`src/rtl/i2cbs_pkg.sv`:
```
package i2cbs_pkg;
   localparam int REG_W   = 8;
   localparam int B_BC    = 0;
   localparam int B_LRB   = 1;
   localparam int B_TX    = 2;
   localparam int B_ADR   = 3;
   localparam int B_ACK   = 4;
   localparam int B_STOP  = 5;
   localparam int B_ARB   = 6;
   localparam int B_BERR  = 7;
   localparam logic [REG_W-1:0] STAT_MASK  = 8'hEB;
   localparam logic [REG_W-1:0] START_CLR  = 8'h43;
endpackage

```
`src/rtl/i2cbs_status.sv`:
```
module i2cbs_status
   import i2cbs_pkg::*;
(
   input  logic             clk,
   input  logic             rst_n,
   input  logic             wr,
   input  logic [REG_W-1:0] wdata,
   input  logic             tx_q,
   input  logic             byte_done,
   input  logic             is_addr,
   input  logic             ninth,
   input  logic             start,
   input  logic             stop,
   input  logic             arb_lost,
   input  logic             misplaced,
   output logic [REG_W-1:0] stat_q
);
   logic [REG_W-1:0] set_v, wclr_v, sclr_v, ld_v, ldval_v;

   always_comb begin
      set_v          = '0;
      set_v[B_BC]    = byte_done;
      set_v[B_ADR]   = byte_done & is_addr;
      set_v[B_STOP]  = stop;
      set_v[B_ARB]   = arb_lost;
      set_v[B_BERR]  = misplaced;
      wclr_v         = wr ? (~wdata & STAT_MASK) : '0;
      sclr_v         = start ? START_CLR : '0;
      ld_v           = '0;
      ldval_v        = '0;
      ld_v[B_LRB]    = byte_done & tx_q;
      ldval_v[B_LRB] = ninth;
   end

   for (genvar i = 0; i < REG_W; i++) begin : g_bit
      if (STAT_MASK[i]) begin : g_stat
         always_ff @(posedge clk or negedge rst_n) begin
            if (!rst_n)       stat_q[i] <= 1'b0;
            else if (ld_v[i]) stat_q[i] <= ldval_v[i];
            else              stat_q[i] <= (stat_q[i] & ~(wclr_v[i] | sclr_v[i])) | set_v[i];
         end
      end else begin : g_none
         assign stat_q[i] = 1'b0;
      end
   end

   assert_bc_set_R4: assert property (@(posedge clk) disable iff (!rst_n)
      byte_done |=> stat_q[B_BC]);
   assert_addr_set_R4: assert property (@(posedge clk) disable iff (!rst_n)
      (byte_done && is_addr) |=> stat_q[B_ADR]);
   assert_lrb_capture_R5: assert property (@(posedge clk) disable iff (!rst_n)
      (byte_done && tx_q) |=> (stat_q[B_LRB] == $past(ninth)));
   assert_start_clr_R7: assert property (@(posedge clk) disable iff (!rst_n)
      (start && !byte_done && !arb_lost) |=> (!stat_q[B_BC] && !stat_q[B_LRB] && !stat_q[B_ARB]));
   assert_arb_set_R8: assert property (@(posedge clk) disable iff (!rst_n)
      arb_lost |=> stat_q[B_ARB]);
   assert_stop_set_R9: assert property (@(posedge clk) disable iff (!rst_n)
      stop |=> stat_q[B_STOP]);
   assert_berr_sticky_R10: assert property (@(posedge clk) disable iff (!rst_n)
      (stat_q[B_BERR] && !(wr && !wdata[B_BERR])) |=> stat_q[B_BERR]);
   assert_w1_keep_R2: assert property (@(posedge clk) disable iff (!rst_n)
      (wr && wdata[B_STOP] && stat_q[B_STOP]) |=> stat_q[B_STOP]);
endmodule

```
`src/rtl/i2cbs_ctrl_bits.sv`:
```
module i2cbs_ctrl_bits
   import i2cbs_pkg::*;
(
   input  logic             clk,
   input  logic             rst_n,
   input  logic             wr,
   input  logic [REG_W-1:0] wdata,
   input  logic             byte_done,
   input  logic             start,
   output logic             tx_q,
   output logic             ack_q
);
   always_ff @(posedge clk or negedge rst_n) begin
      if (!rst_n) begin
         tx_q  <= 1'b0;
         ack_q <= 1'b0;
      end else begin
         if (start)    tx_q <= 1'b0;
         else if (wr)  tx_q <= wdata[B_TX];
         if (byte_done) ack_q <= 1'b0;
         else if (wr)   ack_q <= wdata[B_ACK];
      end
   end

   assert_ack_clr_R6: assert property (@(posedge clk) disable iff (!rst_n)
      byte_done |=> !ack_q);
   assert_tx_start_R7: assert property (@(posedge clk) disable iff (!rst_n)
      start |=> !tx_q);
   assert_tx_load_R3: assert property (@(posedge clk) disable iff (!rst_n)
      (wr && !start) |=> (tx_q == $past(wdata[B_TX])));
endmodule

```
`src/rtl/i2cbs_stall.sv`:
```
module i2cbs_stall #(
   parameter bit HOLD_WAIT_LOW = 1'b1
) (
   input  logic clk,
   input  logic rst_n,
   input  logic wr,
   input  logic rd,
   input  logic byte_done,
   input  logic scl_low,
   output logic hold_q
);
   logic release_now;
   assign release_now = wr & ~byte_done;

   if (HOLD_WAIT_LOW) begin : g_wait_low
      logic armed_q;
      always_ff @(posedge clk or negedge rst_n) begin
         if (!rst_n) begin
            armed_q <= 1'b0;
            hold_q  <= 1'b0;
         end else begin
            if (byte_done) armed_q <= 1'b1;
            else if (wr)   armed_q <= 1'b0;
            hold_q <= release_now ? 1'b0 : (hold_q | (armed_q & scl_low));
         end
      end
      assert_hold_needs_low_R12: assert property (@(posedge clk) disable iff (!rst_n)
         (!hold_q && !scl_low) |=> !hold_q);
   end else begin : g_immediate
      always_ff @(posedge clk or negedge rst_n) begin
         if (!rst_n) hold_q <= 1'b0;
         else        hold_q <= release_now ? 1'b0 : (hold_q | byte_done);
      end
   end

   assert_release_R12: assert property (@(posedge clk) disable iff (!rst_n)
      release_now |=> !hold_q);
   assert_read_keeps_R12: assert property (@(posedge clk) disable iff (!rst_n)
      (rd && !wr && hold_q) |=> hold_q);
endmodule

```
`src/rtl/i2cbs_ctrl_reg.sv`:
```
module i2cbs_ctrl_reg
   import i2cbs_pkg::*;
#(
   parameter int CPU_W         = 8,
   parameter bit IRQ_ON_BUSERR = 1'b1,
   parameter bit HOLD_WAIT_LOW = 1'b1
) (
   input  logic             clk,
   input  logic             rst_n,
   input  logic             cpu_wr,
   input  logic             cpu_rd,
   input  logic [CPU_W-1:0] cpu_wdata,
   input  logic             ev_byte_done,
   input  logic             ev_addr,
   input  logic             ev_ninth,
   input  logic             ev_start,
   input  logic             ev_stop,
   input  logic             ev_arb_lost,
   input  logic             ev_misplaced,
   input  logic             scl_is_low,
   output logic [CPU_W-1:0] reg_rdata,
   output logic             irq,
   output logic             scl_hold,
   output logic             tx_mode,
   output logic             ack_out
);
   if (CPU_W != REG_W) begin : g_bad_width
      $error("i2cbs_ctrl_reg: CPU_W must equal %0d", REG_W);
   end

   logic [REG_W-1:0] stat_w;
   logic             tx_w, ack_w;

   i2cbs_status u_status (
      .clk(clk), .rst_n(rst_n), .wr(cpu_wr), .wdata(cpu_wdata), .tx_q(tx_w),
      .byte_done(ev_byte_done), .is_addr(ev_addr), .ninth(ev_ninth),
      .start(ev_start), .stop(ev_stop), .arb_lost(ev_arb_lost),
      .misplaced(ev_misplaced), .stat_q(stat_w)
   );

   i2cbs_ctrl_bits u_ctrl (
      .clk(clk), .rst_n(rst_n), .wr(cpu_wr), .wdata(cpu_wdata),
      .byte_done(ev_byte_done), .start(ev_start), .tx_q(tx_w), .ack_q(ack_w)
   );

   i2cbs_stall #(.HOLD_WAIT_LOW(HOLD_WAIT_LOW)) u_stall (
      .clk(clk), .rst_n(rst_n), .wr(cpu_wr), .rd(cpu_rd),
      .byte_done(ev_byte_done), .scl_low(scl_is_low), .hold_q(scl_hold)
   );

   always_comb begin
      reg_rdata        = stat_w;
      reg_rdata[B_TX]  = tx_w;
      reg_rdata[B_ACK] = ack_w;
   end

   if (IRQ_ON_BUSERR) begin : g_irq_be
      assign irq = stat_w[B_BC] | stat_w[B_BERR];
   end else begin : g_irq_bc
      assign irq = stat_w[B_BC];
   end

   assign tx_mode = tx_w;
   assign ack_out = ack_w;

   assert_arb_no_irq_R8: assert property (@(posedge clk) disable iff (!rst_n)
      (!irq && ev_arb_lost && !ev_byte_done && !ev_misplaced) |=> !irq);
   assert_irq_follows_bc_R11: assert property (@(posedge clk) disable iff (!rst_n)
      ev_byte_done |=> irq);
   assert_stop_kept_R9: assert property (@(posedge clk) disable iff (!rst_n)
      (reg_rdata[B_STOP] && !cpu_wr) |=> reg_rdata[B_STOP]);
endmodule

```
`config.mk`:
```
export PLATFORM = sky130hd
export DESIGN_NAME = i2cbs_ctrl_reg
export DESIGN_NICKNAME = d
export VERILOG_FILES = /design/src/rtl/i2cbs_pkg.sv /design/src/rtl/i2cbs_status.sv /design/src/rtl/i2cbs_ctrl_bits.sv /design/src/rtl/i2cbs_stall.sv /design/src/rtl/i2cbs_ctrl_reg.sv
export SDC_FILE = /design/constraint.sdc
export NUM_CORES = 1
export LEC_CHECK = 0
export ABC_AREA = 1
export BUFFER_PORTS_ARGS = -buffer_cell sky130_fd_sc_hd__buf_2
export CAP_MARGIN = 20
export CORE_AREA = 3 3 40 42
export CTS_CLUSTER_DIAMETER = 100
export CTS_CLUSTER_SIZE = 14
export DETAILED_ROUTE_END_ITERATION = 12
export DIE_AREA = 0 0 43 45
export GPL_ROUTABILITY_DRIVEN = 1
export HOLD_SLACK_MARGIN = 0.08
export PLACE_DENSITY = 0.71
export SLEW_MARGIN = 15
export SYNTH_ARGS = -nofsm -noshare
export SYNTH_HDL_FRONTEND = slang
export SYNTH_SLANG_ARGS = --single-unit
```
`constraint.sdc`:
```
create_clock -name clk -period 1.3 [get_ports clk]
set_input_delay 0.065 -clock clk [delete_from_list [all_inputs] [get_ports clk]]
set_output_delay 0.065 -clock clk [all_outputs]
set_load 0.01 [all_outputs]
```
==> flow_metrics.env, run 1 <==
export IMPL_status="complete, no violations"
export IMPL_port_buffers=30
export IMPL_grtUsageMet3_pct=4.78
export IMPL_grt_max_degree=11
export IMPL_antenna_found_initial=0
export IMPL_firstDrtPassIters=4
export IMPL_crit_arrival_ns=1.39
export IMPL_crit_type="input pin to flop"
export IMPL_vias_per_cell=4.37
export IMPL_cp_max_fo=1
export IMPL_nFillCells=121
export IMPL_drv_slew=0
export IMPL_synth_top_area_share_pct=55.6
export IMPL_syn_area_um2=450
export IMPL_final_period_utilization_pct=95.5
export IMPL_fin_setup_tns_ns=0
export IMPL_track_usage_pct=12.9
export IMPL_grt_overflow=0
export IMPL_crit_path_end_kind="flop"
export IMPL_syn_area_per_cell_um2=8.66
export IMPL_synth_top_family_by_area="simple AND/OR/NAND/NOR gates"
export IMPL_synthFlopType="dfrtp_1"
export IMPL_fp_dieArea_um2=1940
export IMPL_synth_fa_ha_area_share_pct=0
export IMPL_grt_pass1_vias=477
export IMPL_diodes=0
export IMPL_design_area_um2=771
export IMPL_drc=0
export IMPL_die_w_um=43
export IMPL_synth_edf_count=0
export IMPL_finalHoldViolCount=0
export IMPL_postSynthCellCount=52
export IMPL_yosysWarnings=0
export IMPL_globalplace_congestion=0.759
export IMPL_vias=489
export IMPL_ys_top_cells_by_count="nand2_1, dfrtp_1, inv_1, nor2_1, o21ai_2"
export IMPL_finalWorstPathRequiredPeriod_ns=1.24
export IMPL_syn_nets=72
export IMPL_tritoncts="done"
export IMPL_setup_violations=0
export IMPL_synth_compound_area_share_pct=12.8
export IMPL_hpwl_um=817
export IMPL_synthMuxAreaShare_pct=0
export IMPL_clock_sinks=10
export IMPL_cp_required_ns=1.44
export IMPL_hold_path_class="input pin to flop"
export IMPL_pwr_density_cell_nw_per_um2=1010
export IMPL_slowest_stage="dlygate4sd3_1"
export IMPL_antenna_left=0
export IMPL_synth_cell_type_count=12
export IMPL_clk_latency_ns=0.26
export IMPL_synth_top_area_cell="dfrtp_1"
export IMPL_path_clk_slew_ns=0.07
export IMPL_grt_busiest_layer="met2"
export IMPL_io_pins=32
export IMPL_ys_ff_latch=10
export IMPL_path_common_cell="dlygate4sd3_1"
export IMPL_wl_per_cell_um=10.3
export IMPL_finalNetCount=118
export IMPL_fmax_mhz=806
export IMPL_yosys_top_cells_area="dfrtp_1, nand2_1, o21ai_2"
export IMPL_grtUsageMet2_pct=24.0
export IMPL_grt_pass1_wl_um=1860
export IMPL_cts_made_buffers=3
export IMPL_yosysMostFrequentCell="nand2_1"
export IMPL_synth_seq_area_share_pct=55.6
export IMPL_root_buffer="clkbuf_4"
export IMPL_rsz0062_at_grt="false"
export IMPL_maxSlewHeadroom_pct=84.9
export IMPL_drt_iter0_drc=5
export IMPL_drt_total_wl_um=1160
export IMPL_syn_to_final_growth_pct=71.1
export IMPL_num_rows=13
export IMPL_vdd_drop_max_uv=513
export IMPL_cts_setup_buffers=0
export IMPL_finalClockSkew_ns=0.00622
export IMPL_final_util_pct=60.0
export IMPL_cpPeakStageDelay_ns=0.55
export IMPL_worst_slew_pin_transition_ns=0.226
export IMPL_cts_max_path_buffers=2
export IMPL_coreArea_um2=1280
export IMPL_die_h_um=45
export IMPL_initial_utilization_pct=35.1
export IMPL_cp_cell_sequence="dlygate4sd3_1, buf_2, o21bai_1, dlygate4sd3_1"
export IMPL_p_leak_nw=0.417
export IMPL_drive_gt1_share_pct=41.2
export IMPL_synthXorXnorAreaFrac_pct=0
export IMPL_htreeDepth=1
export IMPL_synth_simple_area_share_pct=20.3
export IMPL_placedInstanceArea_um2=604
export IMPL_cap_violations=0
export IMPL_cp_start_kind="input pin"
export IMPL_use_met1_pct=13.8
export IMPL_async_flop_share_pct=100
==> power breakdown <==
group | leakage, nW | switching, W | internal, W
clock network | 0.0210 | 0.000100 | 0.000170
registers | 0.115 | 0.0000150 | 0.000335
logic | 0.281 | 0.0000730 | 0.0000852
total | 0.417 | 0.000188 | 0.000589
==> cells in the final DEF (no fill, tap or decap) <==
cell	netlist	final
o21ai_0	2	2
nor2_1	7	7
dfrtp_1	10	10
dlygate4sd3_1	0	13
o21bai_1	1	1
inv_1	8	8
inv_4	1	1
o21ai_2	4	4
nand3_1	2	2
clkbuf_8	0	1
buf_2	0	30
or2_2	1	1
clkbuf_4	0	3
nand2_1	13	13
o21ai_1	1	1
==> per-layer routing <==
layer  vias to the layer above  share of wire, %
met2                        23                50
li1                        248                 -
met4                         0              0.52
met5                         -                 0
met1                       216                38
met3                         2                11
==> repair_timing <==
item,in CTS,in global routing
endpoints found under the setup margin,0,1
hold endpoints to repair,17,0
gates resized for setup,0,0
hold buffers,14,0
==> critical path, delay by kind of cell <==
family	cells	cell delay [ns]
compound gates	1	0.13
buf+inv	3	1.18
==> final timing paths <==
| path | from | end | slack, ns | cells after the start |
|---|---|---|---|---|
| worst max-delay path | ev_arb_lost | u_status.stat_q[6]$_DFF_PN0_ | 0.06 | 4 |
| worst min-delay path | ev_byte_done | u_stall.hold_q$_DFF_PN0_ | 0.09 | 3 |
| worst max register to register | u_status.stat_q[6]$_DFF_PN0_ | u_status.stat_q[6]$_DFF_PN0_ | 0.13 | 3 |
| worst min register to register | u_status.stat_q[3]$_DFF_PN0_ | u_status.stat_q[3]$_DFF_PN0_ | 0.48 | 2 |
| max in group asynchronous | rst_n | u_status.stat_q[5]$_DFF_PN0_ | 0.90 | 2 |
| min in group asynchronous | rst_n | u_status.stat_q[0]$_DFF_PN0_ | 0.20 | 2 |
==> flip-flops by register name, indices dropped and copies added (netlist names) <==
register	cells
u_ctrl.ack_q	1
u_ctrl.tx_q	1
u_stall.g_wait_low.armed_q	1
u_status.stat_q	6
u_stall.hold_q	1
==> kinds of logic (layout without fill, tap and decap cells) <==
family,count (synthesis),after routing
AOI/OAI and AO/OA,8,8
buffers and inverters,11,56
DFF,10,10
and+or+nand+nor,23,23
==> through the flow <==
step / setup slack (ns) / instances / hold WS, ns / total power (W)
floorplan: 0.509 / 52 / -0.231 / 0.000416
global placement: 0.440 / 95 / -0.0648 / 0.000480
detailed placement: 0.410 / 95 / -0.0660 / 0.000483
CTS: 0.0442 / 113 / 0.0809 / 0.000787
global route: 0.0345 / 112 / 0.0917 / 0.000819
finish: 0.0591 / 112 / 0.0873 / 0.000778
==> cell type report <==
class,instances,area (µm²),area share [%]
inverters,9,36.3,4.71
well taps,15,18.8,2.44
repair buffers,43,280,36.4
clock buffers,4,36.3,4.71
multi-input cells,31,149,19.3
flip-flops and latches,10,250,32.5
Note: power is estimated with default switching activity, not from simulation.
==> run 2: changes to the inputs <==
--- a/config.mk
+++ b/config.mk
@@ -8,14 +8,14 @@
 export ABC_AREA = 1
 export BUFFER_PORTS_ARGS = -buffer_cell sky130_fd_sc_hd__buf_2
 export CAP_MARGIN = 20
-export CORE_AREA = 3 3 40 42
+export CORE_MARGIN = 3
+export CORE_UTILIZATION = 34
 export CTS_CLUSTER_DIAMETER = 100
 export CTS_CLUSTER_SIZE = 14
 export DETAILED_ROUTE_END_ITERATION = 12
-export DIE_AREA = 0 0 43 45
 export GPL_ROUTABILITY_DRIVEN = 1
 export HOLD_SLACK_MARGIN = 0.08
-export PLACE_DENSITY = 0.71
+export PLACE_DENSITY = 0.74
 export SLEW_MARGIN = 15
 export SYNTH_ARGS = -nofsm -noshare
 export SYNTH_HDL_FRONTEND = slang
==> constraint.sdc (replaced) <==
create_clock -name clk -period 1.1 [get_ports clk]
set_input_delay 0.055 -clock clk [delete_from_list [all_inputs] [get_ports clk]]
set_output_delay 0.055 -clock clk [all_outputs]
set_load 0.01 [all_outputs]
==> run 2 against run 1 <==
Against the previous run: clock skew fell by 0.0038 ns; clock power down 9.6%; die area shrank 7.1%; sequential power grew 18%; utilization increased by 6.8 points; register-to-register slack better by 0.20 ns.
==> flow_metrics.env, run 2 (synthesized netlist as in run 1, its figures left out) <==
export IMPL_multi_input_area_um2=151
export IMPL_pwr_density_cell_nw_per_um2=1090
export IMPL_diodes=0
export IMPL_finalWorstSetupSlack_ns=0.00882
export IMPL_die_h_um=42.4
export IMPL_cts_made_buffers=3
export IMPL_power_w=0.000855
export IMPL_grt_max_degree=11
export IMPL_coreArea_um2=1170
export IMPL_clk_latency_ns=0.26
export IMPL_drive_gt1_share_pct=40.8
export IMPL_path_clk_slew_ns=0.06
export IMPL_regToRegEndpoint="u_status.stat_q[0]$_DFF_PN0_"
export IMPL_die_w_um=42.4
export IMPL_globalplace_congestion=0.720
export IMPL_crit_arrival_ns=1.04
export IMPL_setup_violations=0
export IMPL_antenna_left=0
export IMPL_io_pins=32
export IMPL_cp_required_ns=1.04
export IMPL_clock_sinks=10
export IMPL_top_register="u_status.stat_q"
export IMPL_cts_max_path_buffers=2
export IMPL_port_buffers=30
export IMPL_register_area_um2=250
export IMPL_crit_path_end_kind="primary output"
export IMPL_reg2reg_slack_ns=0.33
export IMPL_maxSlewHeadroom_pct=84.6
export IMPL_vdd_drop_max_uv=792
export IMPL_grt_pass1_wl_um=2050
export IMPL_cap_violations=0
export IMPL_vias_per_cell=4.27
export IMPL_status="complete, no violations"
export IMPL_grt_pass1_vias=482
export IMPL_pre_cts_ws_ns=0.248
export IMPL_largest_reg_flops=6
export IMPL_finalClockSkew_ns=0.00241
export IMPL_initial_utilization_pct=38.5
export IMPL_num_rows=12
export IMPL_syn_to_final_growth_pct=73.6
export IMPL_drt_iter0_drc=2
export IMPL_fin_cells=112
export IMPL_antenna_found_initial=0
export IMPL_final_period_utilization_pct=99.2
export IMPL_finalHoldViolCount=0
export IMPL_hold_path_class="input pin to flop"
export IMPL_drv_slew=0
export IMPL_hpwl_um=795
export IMPL_cp_start_kind="flop"
export IMPL_worstHoldStart="cpu_wdata[0]"
export IMPL_final_cell_mix="buf_2, dlygate4sd3_1, nand2_1, dfrtp_1, inv_1"
export IMPL_fmax_mhz=916
export IMPL_final_util_pct=66.8
export IMPL_drt_total_wl_um=1270
export IMPL_drc=0
export IMPL_dp_cells=94
export IMPL_rsz0062_at_grt="true"
export IMPL_grt_overflow=0
export IMPL_wl_per_cell_um=11.3
export IMPL_r2r_start="u_status.stat_q[0]$_DFF_PN0_"
export IMPL_critPathCapture="irq"
export IMPL_root_buffer="clkbuf_4"
export IMPL_finalWorstPathRequiredPeriod_ns=1.09
export IMPL_track_usage_pct=15.5
export IMPL_fp_dieArea_um2=1800
export IMPL_worst_slew_pin_transition_ns=0.231
export IMPL_r2r_cells=3
export IMPL_htreeDepth=1
export IMPL_vias=478
export IMPL_firstDrtPassIters=4
export IMPL_crit_type="flop to primary output"
export IMPL_cp_max_fo=3
export IMPL_finalNetCount=120
export IMPL_tritoncts="done"
export IMPL_whs_ns=0.0783
export IMPL_crit_start="u_status.stat_q[7]$_DFF_PN0_"
export IMPL_mostFrequentLayoutCell="buf_2"
export IMPL_nFillCells=96
export IMPL_p_leak_nw=0.429
## run 2: metal layers
layer / share of wire, % / vias up / wire, µm / track usage [%]
li1: - / 249 / - / -
met1: 40 / 205 / 510 / 17.3
met2: 52 / 24 / 656 / 27.7
met3: 8.0 / 0 / 101 / 5.58
met4: 0 / 0 / 0 / 3.73
met5: 0 / - / 0 / 0
## run 2: worst max-delay path, cell delays in order (launching register included)
cell and delay, ns:
dfrtp_1 0.41, or2_4 0.25, buf_6 0.12
## run 2: final cells by class
class	count	share of cell area, %
timing repair buffer	45	38.9
multi-input combinational	31	19.4
tap	14	2.24
sequential	10	32.0
clock buffer	3	2.88
inverter	9	4.64
## run 2: repair_timing
action / in CTS / in global routing
hold buffers: 14 / 0
resized for setup: 2 / 0
endpoints found under the setup margin: 1 / 1
hold endpoints to repair: 18 / 0
buffers inserted: 0 / 1
## run 2: per-stage QoR
step                TNS, ns  area (µm²)
floorplan                 0         450
global placement          0         603
detailed placement        0         603
CTS                       0         774
global route        -0.0151         782
finish                    0         782
## run 2: how the worst min path moves through the flow
stage | depth (start not counted) | slack, ns | to
CTS | 3 | 0.08 | u_status.stat_q[0]$_DFF_PN0_
global placement | 1 | -0.08 | u_ctrl.ack_q$_DFFE_PN0P_
finish | 3 | 0.08 | u_status.stat_q[0]$_DFF_PN0_
floorplan | 0 | -0.24 | u_ctrl.ack_q$_DFFE_PN0P_
global route | 3 | 0.11 | u_status.stat_q[0]$_DFF_PN0_
detailed placement | 1 | -0.07 | u_ctrl.ack_q$_DFFE_PN0P_
## run 2: where the power goes
group / internal (W) / total [W] / switching, W
sequential: 0.000396 / 0.000414 / 0.0000186
combinational: 0.000106 / 0.000196 / 0.0000898
clock: 0.000126 / 0.000244 / 0.000118
total: 0.000628 / 0.000855 / 0.000227
==> run 3: changes to the inputs <==
--- a/config.mk
+++ b/config.mk
@@ -14,6 +14,7 @@
 export CTS_CLUSTER_SIZE = 14
 export DETAILED_ROUTE_END_ITERATION = 12
 export GPL_ROUTABILITY_DRIVEN = 1
+export GPL_TIMING_DRIVEN = 0
 export HOLD_SLACK_MARGIN = 0.08
 export PLACE_DENSITY = 0.74
 export SLEW_MARGIN = 15
==> run 3 against run 2 <==
Against the previous run: worst hold slack gained 0.017 ns; clock power grew 34%; clock skew is essentially flat; count of clock-buffer cells in the layout grew 1; total power grew 12%; critical endpoint unchanged; largest cell class unchanged; utilization grew 4.0 points; global-route usage grew 0.33 points.
==> flow_metrics.env, run 3 (synthesized netlist as in run 1, its figures left out) <==
export IMPL_grt_max_degree=11
export IMPL_cp_start_kind="flop"
export IMPL_p_leak_nw=0.455
export IMPL_globalplace_congestion=0.715
export IMPL_drt_iter0_drc=16
export IMPL_coreArea_um2=1170
export IMPL_grt_pass1_vias=512
export IMPL_worst_slew_pin_transition_ns=0.229
export IMPL_finalHoldViolCount=0
export IMPL_fmax_mhz=937
export IMPL_finalClockSkew_ns=0.00230
export IMPL_cp_buffers_inverters=1
export IMPL_antenna_found_initial=0
export IMPL_cpPeakStageDelay_ns=0.38
export IMPL_die_h_um=42.4
export IMPL_finalWorstPathRequiredPeriod_ns=1.07
export IMPL_crit_type="flop to primary output"
export IMPL_fp_dieArea_um2=1800
export IMPL_path_clk_slew_ns=0.07
export IMPL_clk_latency_ns=0.26
export IMPL_cp_required_ns=1.04
export IMPL_vias=507
export IMPL_final_cell_mix="buf_2, dlygate4sd3_1, nand2_1, dfrtp_1, inv_1"
export IMPL_cts_made_buffers=3
export IMPL_drv_slew=0
export IMPL_pwr_density_cell_nw_per_um2=1150
export IMPL_root_buffer="clkbuf_4"
export IMPL_mostFrequentLayoutCell="buf_2"
export IMPL_antenna_left=0
export IMPL_track_usage_pct=15.8
export IMPL_wl_per_cell_um=11.6
export IMPL_final_period_utilization_pct=97.0
export IMPL_initial_utilization_pct=38.5
export IMPL_htreeDepth=1
export IMPL_grt_pass1_wl_um=2170
export IMPL_num_rows=12
export IMPL_firstDrtPassIters=4
export IMPL_largest_reg_flops=6
export IMPL_drc=0
export IMPL_vias_per_cell=4.33
export IMPL_tritoncts="done"
export IMPL_top_register="u_status.stat_q"
export IMPL_port_buffers=30
export IMPL_die_w_um=42.4
export IMPL_vdd_drop_max_uv=959
export IMPL_setup_violations=0
export IMPL_crit_path_end_kind="primary output"
export IMPL_syn_to_final_growth_pct=83.9
export IMPL_drive_gt1_share_pct=42.7
export IMPL_slowest_stage="dfrtp_1"
export IMPL_grt_overflow=0
export IMPL_cts_max_path_buffers=2
export IMPL_hpwl_um=794
export IMPL_fin_cells=117
export IMPL_maxSlewHeadroom_pct=84.7
export IMPL_crit_arrival_ns=1.01
export IMPL_cap_violations=0
export IMPL_clock_sinks=10
export IMPL_dp_cells=96
export IMPL_io_pins=32
export IMPL_status="complete, no violations"
export IMPL_rsz0062_at_grt="false"
export IMPL_finalNetCount=124
export IMPL_hold_path_class="input pin to flop"
export IMPL_drt_total_wl_um=1350
export IMPL_cp_max_fo=2
export IMPL_cp_top_family="flip-flops"
export IMPL_cp_cell_sequence="or2_4, buf_6"
export IMPL_fin_setup_tns_ns=0
export IMPL_diodes=0
[run 3: changes by cell type in the layout (fill, tap and decap cells not counted)]
cell	delta
clkbuf_8	+1
buf_4	+3
dlygate4sd3_1	+1
[run 3: cell type report]
type / instances / area, µm²
multi-input cells: 31 / 151
repair buffers: 47 / 322
plain buffers: 2 / 15.0
clock buffers: 4 / 36.3
well taps: 14 / 17.5
fillers: 90 / 343
inverters: 9 / 36.3
flip-flops and latches: 10 / 250
[run 3: tightest hold or removal path: cells and delay by family]
| family | cells | cell delay (ns) |
|---|---|---|
| AND/OR/NAND/NOR | 3 | 0.16 |
| buffers and inverters | 2 | 0.10 |
[run 3: worst paths after layout]
path	from	endpoint	slack [ns]	cells after the start
min in group asynchronous	rst_n	u_stall.hold_q$_DFF_PN0_	0.18	2
worst max register to register	u_status.stat_q[0]$_DFF_PN0_	u_status.stat_q[0]$_DFF_PN0_	0.35	3
worst max-delay path	u_status.stat_q[0]$_DFF_PN0_	irq	0.03	2
worst min register to register	u_status.stat_q[5]$_DFF_PN0_	u_status.stat_q[5]$_DFF_PN0_	0.49	2
max in group asynchronous	rst_n	u_status.stat_q[6]$_DFF_PN0_	0.73	2
worst min-delay path	cpu_wdata[1]	u_status.stat_q[1]$_DFF_PN0_	0.1	5
[run 3: routing by layer]
| layer | part of all wire [%] | global-route usage, % | vias to the layer above |
|---|---|---|---|
| met5 | 0 | 0 | - |
| met4 | 0.44 | 3.73 | 0 |
| met3 | 7.0 | 3.00 | 2 |
| met2 | 53 | 29.5 | 24 |
| met1 | 39 | 18.3 | 224 |
| li1 | - | - | 257 |
[run 3: stage by stage]
stage	setup slack (ns)	cell area [µm²]	hold WS [ns]	util [%]	total power [W]
after global routing	0.0166	828	0.138	70.7	0.000998
after floorplan	0.319	450	-0.241	-	0.000492
after detailed placement	0.253	618	-0.0692	52.8	0.000577
after CTS	0.0344	828	0.0873	70.7	0.000962
final	0.0328	828	0.0956	70.7	0.000953
after global placement	0.257	618	-0.0768	52.8	0.000572
[run 3: what timing repair did]
item,4_1_cts,5_1_grt
buffers inserted,2,0
gates resized for setup,2,0
hold buffers,15,0
hold endpoints to repair,19,0
setup endpoints to repair,1,0
[run 3: power breakdown]
| group | internal [W] | total, W | switching (W) | leakage (nW) |
|---|---|---|---|---|
| Combinational | 0.000117 | 0.000213 | 0.0000959 | 0.319 |
| Clock | 0.000200 | 0.000327 | 0.000126 | 0.0210 |
| Sequential | 0.000395 | 0.000413 | 0.0000178 | 0.115 |
| Total | 0.000713 | 0.000953 | 0.000240 | 0.455 |
